--- src/rtl/pxc_pkg.sv ---
package pxc_pkg;
  localparam int COMP_W = 8;
  localparam int OVL_W  = 3;
  localparam int MODE_W = 2;
  localparam int CH_W   = 3 * COMP_W;

  typedef enum logic [1:0] {
    FMT_YCC16 = 2'd0,
    FMT_RGB16 = 2'd1,
    FMT_RGB24 = 2'd2,
    FMT_RGB24_ALT = 2'd3
  } fmt_e;

  typedef struct packed {
    logic              blank;
    logic              hs;
    logic              vs;
    logic [OVL_W-1:0]  ovl;
    logic [MODE_W-1:0] mode;
  } side_t;

  localparam side_t SIDE_IDLE = '{blank: 1'b1, hs: 1'b0, vs: 1'b0, ovl: '0, mode: '0};

  // widen a 5-bit field to 8 bits by replicating its upper bits
  function automatic logic [COMP_W-1:0] widen5(input logic [4:0] v);
    return {v, v[4:2]};
  endfunction

  function automatic logic [COMP_W-1:0] widen6(input logic [5:0] v);
    return {v, v[5:4]};
  endfunction
endpackage

--- src/rtl/pxc_capture.sv ---
module pxc_capture
  import pxc_pkg::*;
#(
  parameter int PIX_W = 24
) (
  input  logic             clk2,
  input  logic             rst,
  input  logic [1:0]       fmt_sel,
  input  logic [PIX_W-1:0] pix_in,
  input  side_t            side_in,
  output logic [PIX_W-1:0] s1_pix,
  output side_t            s1_side,
  output logic             s1_odd,
  output fmt_e             s1_fmt
);
  logic phase_q;

  always_ff @(posedge clk2) begin
    if (rst) begin
      phase_q <= 1'b0;
      s1_pix  <= '0;
      s1_side <= SIDE_IDLE;
      s1_odd  <= 1'b0;
      s1_fmt  <= FMT_YCC16;
    end else begin
      s1_pix  <= pix_in;
      s1_side <= side_in;
      s1_fmt  <= fmt_e'(fmt_sel);
      if (side_in.blank) begin
        phase_q <= 1'b0;
        s1_odd  <= 1'b0;
      end else begin
        phase_q <= ~phase_q;
        s1_odd  <= phase_q;
      end
    end
  end


  fmt_quiet_chk: assert property (@(posedge clk2) disable iff (rst)
    (!side_in.blank && !$past(side_in.blank)) |-> $stable(fmt_sel));
endmodule

--- src/rtl/pxc_unpack.sv ---
module pxc_unpack
  import pxc_pkg::*;
#(
  parameter int PIX_W = 24
) (
  input  logic              clk2,
  input  logic              rst,
  input  logic [PIX_W-1:0]  s1_pix,
  input  side_t             s1_side,
  input  logic              s1_odd,
  input  fmt_e              s1_fmt,
  output logic [COMP_W-1:0] c0_q,
  output logic [COMP_W-1:0] c1_q,
  output logic [COMP_W-1:0] c2_q,
  output side_t             side_q,
  output logic              valid_q
);
  logic [PIX_W-1:0]  s2_pix;
  side_t             s2_side;
  logic              s2_odd;
  fmt_e              s2_fmt;
  logic [COMP_W-1:0] cb_hold;
  logic [COMP_W-1:0] c0_d, c1_d, c2_d;
  logic              odd_q;
  fmt_e              fmt_q;

  always_ff @(posedge clk2) begin
    if (rst) begin
      s2_pix  <= '0;
      s2_side <= SIDE_IDLE;
      s2_odd  <= 1'b0;
      s2_fmt  <= FMT_YCC16;
      cb_hold <= '0;
    end else begin
      s2_pix  <= s1_pix;
      s2_side <= s1_side;
      s2_odd  <= s1_odd;
      s2_fmt  <= s1_fmt;
      if (!s2_odd) cb_hold <= s2_pix[COMP_W-1:0];
    end
  end

  always_comb begin
    c0_d = '0;
    c1_d = '0;
    c2_d = '0;
    unique case (s2_fmt)
      FMT_YCC16: begin
        c0_d = s2_pix[2*COMP_W-1:COMP_W];
        if (!s2_odd) begin
          c1_d = s2_pix[COMP_W-1:0];
          c2_d = s1_pix[COMP_W-1:0];
        end else begin
          c1_d = cb_hold;
          c2_d = s2_pix[COMP_W-1:0];
        end
      end
      FMT_RGB16: begin
        c0_d = widen5(s2_pix[15:11]);
        c1_d = widen6(s2_pix[10:5]);
        c2_d = widen5(s2_pix[4:0]);
      end
      FMT_RGB24, FMT_RGB24_ALT: begin
        c0_d = s2_pix[3*COMP_W-1:2*COMP_W];
        c1_d = s2_pix[2*COMP_W-1:COMP_W];
        c2_d = s2_pix[COMP_W-1:0];
      end
    endcase
  end

  always_ff @(posedge clk2) begin
    if (rst) begin
      c0_q    <= '0;
      c1_q    <= '0;
      c2_q    <= '0;
      side_q  <= SIDE_IDLE;
      valid_q <= 1'b0;
      odd_q   <= 1'b0;
      fmt_q   <= FMT_YCC16;
    end else begin
      c0_q    <= c0_d;
      c1_q    <= c1_d;
      c2_q    <= c2_d;
      side_q  <= s2_side;
      valid_q <= !s2_side.blank;
      odd_q   <= s2_odd;
      fmt_q   <= s2_fmt;
    end
  end


  pair_chroma_chk: assert property (@(posedge clk2) disable iff (rst)
    (valid_q && odd_q && fmt_q == FMT_YCC16 && $past(valid_q))
      |-> (c1_q == $past(c1_q) && c2_q == $past(c2_q)));


  line_phase_chk: assert property (@(posedge clk2) disable iff (rst)
    $rose(valid_q) |-> !odd_q);
endmodule

--- src/rtl/pxc_clkdiv.sv ---
module pxc_clkdiv (
  input  logic clk2,
  input  logic rst,
  input  logic en,
  output logic half_clk
);
  always_ff @(posedge clk2) begin
    if (rst || !en) half_clk <= 1'b0;
    else            half_clk <= ~half_clk;
  end


  half_toggle_chk: assert property (@(posedge clk2) disable iff (rst)
    en |=> (half_clk != $past(half_clk)));


  half_idle_chk: assert property (@(posedge clk2) disable iff (rst)
    !en |=> !half_clk);
endmodule

--- src/rtl/pxc_input_capture.sv ---
module pxc_input_capture
  import pxc_pkg::*;
#(
  parameter int PIX_W = 24
) (
  input  logic              clk2,
  input  logic              rst,
  input  logic [1:0]        fmt_sel,
  input  logic [PIX_W-1:0]  pix_in,
  input  logic [OVL_W-1:0]  ovl_in,
  input  logic [MODE_W-1:0] mode_in,
  input  logic              blank_in,
  input  logic              hsync_in,
  input  logic              vsync_in,
  input  logic              clk_out_en,
  output logic              pix_valid,
  output logic [COMP_W-1:0] comp0_out,
  output logic [COMP_W-1:0] comp1_out,
  output logic [COMP_W-1:0] comp2_out,
  output logic [OVL_W-1:0]  ovl_out,
  output logic [MODE_W-1:0] mode_out,
  output logic              blank_out,
  output logic              hsync_out,
  output logic              vsync_out,
  output logic              clk_out
);
  localparam int DEPTH = 3;

  side_t            side_in, s1_side, side_q;
  logic [PIX_W-1:0] s1_pix;
  logic             s1_odd;
  fmt_e             s1_fmt;

  assign side_in = '{blank: blank_in, hs: hsync_in, vs: vsync_in, ovl: ovl_in, mode: mode_in};

  pxc_capture #(.PIX_W(PIX_W)) u_cap (
    .clk2(clk2), .rst(rst), .fmt_sel(fmt_sel), .pix_in(pix_in), .side_in(side_in),
    .s1_pix(s1_pix), .s1_side(s1_side), .s1_odd(s1_odd), .s1_fmt(s1_fmt)
  );

  pxc_unpack #(.PIX_W(PIX_W)) u_unp (
    .clk2(clk2), .rst(rst), .s1_pix(s1_pix), .s1_side(s1_side), .s1_odd(s1_odd),
    .s1_fmt(s1_fmt), .c0_q(comp0_out), .c1_q(comp1_out), .c2_q(comp2_out),
    .side_q(side_q), .valid_q(pix_valid)
  );

  pxc_clkdiv u_div (
    .clk2(clk2), .rst(rst), .en(clk_out_en), .half_clk(clk_out)
  );

  assign ovl_out   = side_q.ovl;
  assign mode_out  = side_q.mode;
  assign blank_out = side_q.blank;
  assign hsync_out = side_q.hs;
  assign vsync_out = side_q.vs;

  // edges since reset, saturating at the pipeline depth
  logic [1:0] warm_q;
  always_ff @(posedge clk2) begin
    if (rst) warm_q <= '0;
    else if (warm_q != 2'(DEPTH)) warm_q <= warm_q + 2'd1;
  end


  sync_delay_chk: assert property (@(posedge clk2) disable iff (rst)
    (warm_q == 2'(DEPTH)) |-> (blank_out == $past(blank_in, 3) &&
      hsync_out == $past(hsync_in, 3) && vsync_out == $past(vsync_in, 3)));


  ovl_delay_chk: assert property (@(posedge clk2) disable iff (rst)
    (warm_q == 2'(DEPTH)) |-> (ovl_out == $past(ovl_in, 3) && mode_out == $past(mode_in, 3)));
endmodule

--- config.mk ---
export PLATFORM = sky130hd
export DESIGN_NAME = pxc_input_capture
export DESIGN_NICKNAME = d
export VERILOG_FILES = /design/src/rtl/pxc_pkg.sv /design/src/rtl/pxc_capture.sv /design/src/rtl/pxc_unpack.sv /design/src/rtl/pxc_clkdiv.sv /design/src/rtl/pxc_input_capture.sv
export SDC_FILE = /design/constraint.sdc
export NUM_CORES = 1
export LEC_CHECK = 0
export ABC_AREA = 1
export BUFFER_PORTS_ARGS = -buffer_cell sky130_fd_sc_hd__clkbuf_2
export CAP_MARGIN = 20
export CORE_MARGIN = 4
export CORE_UTILIZATION = 45
export DETAILED_ROUTE_END_ITERATION = 8
export GPL_TIMING_DRIVEN = 1
export PLACE_DENSITY = 0.67
export SYNTH_ARGS = -nofsm -noshare
export SYNTH_HDL_FRONTEND = slang
export SYNTH_SLANG_ARGS = --single-unit
--- constraint.sdc ---
create_clock -name clk2 -period 3.15 [get_ports clk2]
set_clock_uncertainty 0.1 [all_clocks]
set_input_delay 0.7875 -clock clk2 [delete_from_list [all_inputs] [get_ports clk2]]
set_output_delay 0.7875 -clock clk2 [all_outputs]
set_load 0.05 [all_outputs]
==> metrics.txt <==
RSZ-0062 raised after global routing no; library cells used by synthesis 16; crit-path leading delay family flip-flops; final setup margin roughly 1.1 ns; slowest stage delay, CP about 0.34 ns; Max stage delay cell, worst path dfxtp_1; hold_buf cts 0; first-pass GRT wire length between 10000 and 15000 µm; Seq/Total Area, Yosys between 60% and 70%; final instance area roughly 4700 µm²; TritonCTS buffer count 17; Worst path depth 1; crit share post-route 63.8%; Hold Vio Cnt, Final 0; placed instance count just over 600; Initial Util 45.8%; pre-CTS setup slack about 1.1 ns; Hold WS roughly 0.29 ns; YS warnings 0; Nets between 500 and 600; crit path cell chain clkbuf_2; Synth area leaders dfxtp_1 (60%), inv_1 (9.9%), nor2_1 (8.4%); I/O Buffers 70; largest area contributor in the netlist dfxtp_1; CTS root buffer clkbuf_8; gp weighted congestion about 0.88; row cnt 33; Syn-to-layout area delta 25.4%; Bufs and invs on worst path 1; Worst-Margin Slew between 0.8 and 0.9 ns; FF+latch count, synth roughly 110; Die ar. roughly 9900 µm²; maximum level of the CTS H-tree 4; CP Capture Type output port; Post-DP HPWL approximately 4500 µm; Die H between 90 and 100 µm; worst path required time about 2.3 ns; setup TNS 0 ns; fin cells around 650; Max Clk Rate between 400 and 500 MHz; Starting DRT DRC Count between 100 and 150; worst-case clock buffer depth 2; ANT nets after route 0; Slew headroom between 40% and 50%; power density cells roughly 750 nW/µm²; Top Ports 71; Mapped Area between 3000 and 4000 µm²; Pins Over Slew Limit 0; Clock transition at path regs about 0.050 ns; drt first pass iters 4; Synthesized Nets roughly 500; vias in the first global route around 2800; synthesized instance count between 400 and 500; arrival time at the worst endpoint around 1.1 ns; hold depth 1; peak supply drop between 0.4 and 0.5 mV; DRC viols 0; largest net degree at the start of global routing 88; placed instance area slightly above 4000 µm²; Crit Path Class register to output port; share of layout cells above drive strength 1 about a fifth; Critical Path Fanout Max 1; CTS tree done; Post CTS Setup Buffer Count 0; post-CTS sizing 0; Synth top area share 60.4%; cell depth of the worst flop-to-flop path 4; GRT overflow 0; die extent in x between 90 and 100 µm; via/cell ratio about 4.3; Global Route Usage Sum 14.8%; final setup fails 0; Final min period around 2 ns; Core Footprint between 8000 and 9000 µm²; wire per inst 10.4 µm; total vias in the final route approximately 2800; total wire length about 6800 µm; synthesized area per cell 8.06 µm²; ANT cells 0; CTS sink cnt around 110; worst skew pair latency 0.50 ns; antenna violations before repair 0; max cap viols 0; startpoint types register; status finished, final reports clean; worst hold-check path type register to register; Leak 2.36 nW
[Yosys cell counts (all sizes together)]
master,instances
and2,8
a21oi,10
inv,100
nand3,28
nor2,85
dfxtp,113
clkbuf,5
buf,16
nand2,80
o21ai,18
or2,2
[stage by stage]
stage | total power [mW] | utilization [%]
2_1_floorplan | 1.70 | -
3_3_place_gp | 1.75 | 50.4
3_5_place_dp | 1.75 | 50.4
4_1_cts | 3.56 | 57.5
5_1_grt | 3.66 | 57.5
6_report | 3.53 | 57.5
[flip-flops by register name, indices dropped and copies added, names as in the netlist]
signal and count:
u_cap.phase_q 1, u_cap.s1_fmt 2, u_cap.s1_odd 1, u_cap.s1_pix 24, u_cap.s1_side 8, u_div.half_clk 1
u_unp.c0_q 8, u_unp.c1_q 8, u_unp.c2_q 8, u_unp.cb_hold 8, u_unp.s2_fmt 2, u_unp.s2_odd 1
u_unp.s2_pix 24, u_unp.s2_side 8, u_unp.side_q 8, u_unp.valid_q 1
[final cells by class]
type	count	area [µm²]
clock buffer	22	473
clock inverter	9	106
fill	751	3480
inverter	100	375
multi-input combinational	231	986
sequential	113	2260
tap	105	131
timing repair buffer	72	365
[metal layers]
metal / vias to the layer above / part of all wire [%] / routed length [µm] / global-route usage, %
met5: - / 0 / 0 / 0
met4: 0 / 0.78 / 53 / 7.88
met3: 4 / 6.3 / 430 / 5.19
met2: 72 / 46 / 3100 / 24.4
met1: 1249 / 47 / 3200 / 16.8
li1: 1486 / - / - / -
[worst paths after layout]
check                                                  from                        to  slack, ns
worst min-delay path            u_unp.s2_side[7]$_SDFF_PP1_  u_unp.valid_q$_SDFF_PP0_       0.29
worst max register to register      u_unp.s2_odd$_SDFF_PP0_  u_unp.c2_q[4]$_SDFF_PP0_       1.48
worst max-delay path               u_unp.c0_q[3]$_SDFF_PP0_              comp0_out[3]       1.14
worst min register to register  u_unp.s2_side[7]$_SDFF_PP1_  u_unp.valid_q$_SDFF_PP0_       0.29
[power breakdown]
group	total [mW]	internal [mW]	leakage (nW)	switching [mW]
Combinational	0.204	0.0608	1.15	0.143
Clock	1.81	1.20	0.279	0.613
Sequential	1.52	1.49	0.930	0.0256
[layout by cell type (no fill, tap or decap)]
| master | synthesis | final |
|---|---|---|
| nor2_1 | 84 | 84 |
| clkinv_4 | 0 | 1 |
| nor2_8 | 1 | 1 |
| o21ai_0 | 11 | 11 |
| clkbuf_8 | 0 | 5 |
| or2_2 | 2 | 2 |
| nand2_4 | 1 | 1 |
| dfxtp_1 | 113 | 113 |
| inv_1 | 99 | 99 |
| clkinv_2 | 0 | 3 |
| o21ai_1 | 7 | 7 |
| nand2_1 | 79 | 79 |
| clkbuf_1 | 5 | 1 |
| inv_2 | 1 | 1 |
| clkbuf_2 | 0 | 70 |
| clkinvlp_4 | 0 | 3 |
| a21oi_1 | 10 | 10 |
| nand3_1 | 28 | 28 |
| and2_1 | 8 | 8 |
| clkbuf_16 | 0 | 16 |
| bufinv_16 | 0 | 2 |
| buf_4 | 0 | 2 |
[logic make-up after synthesis]
group                  Yosys count  share of synthesized area, %
AOI/OAI and AO/OA               28                          3.74
and+or+nand+nor                203                          22.6
DFF                            113                          60.4
buffers and inverters          121                          13.3
Note: power is estimated with default switching activity, not from simulation.
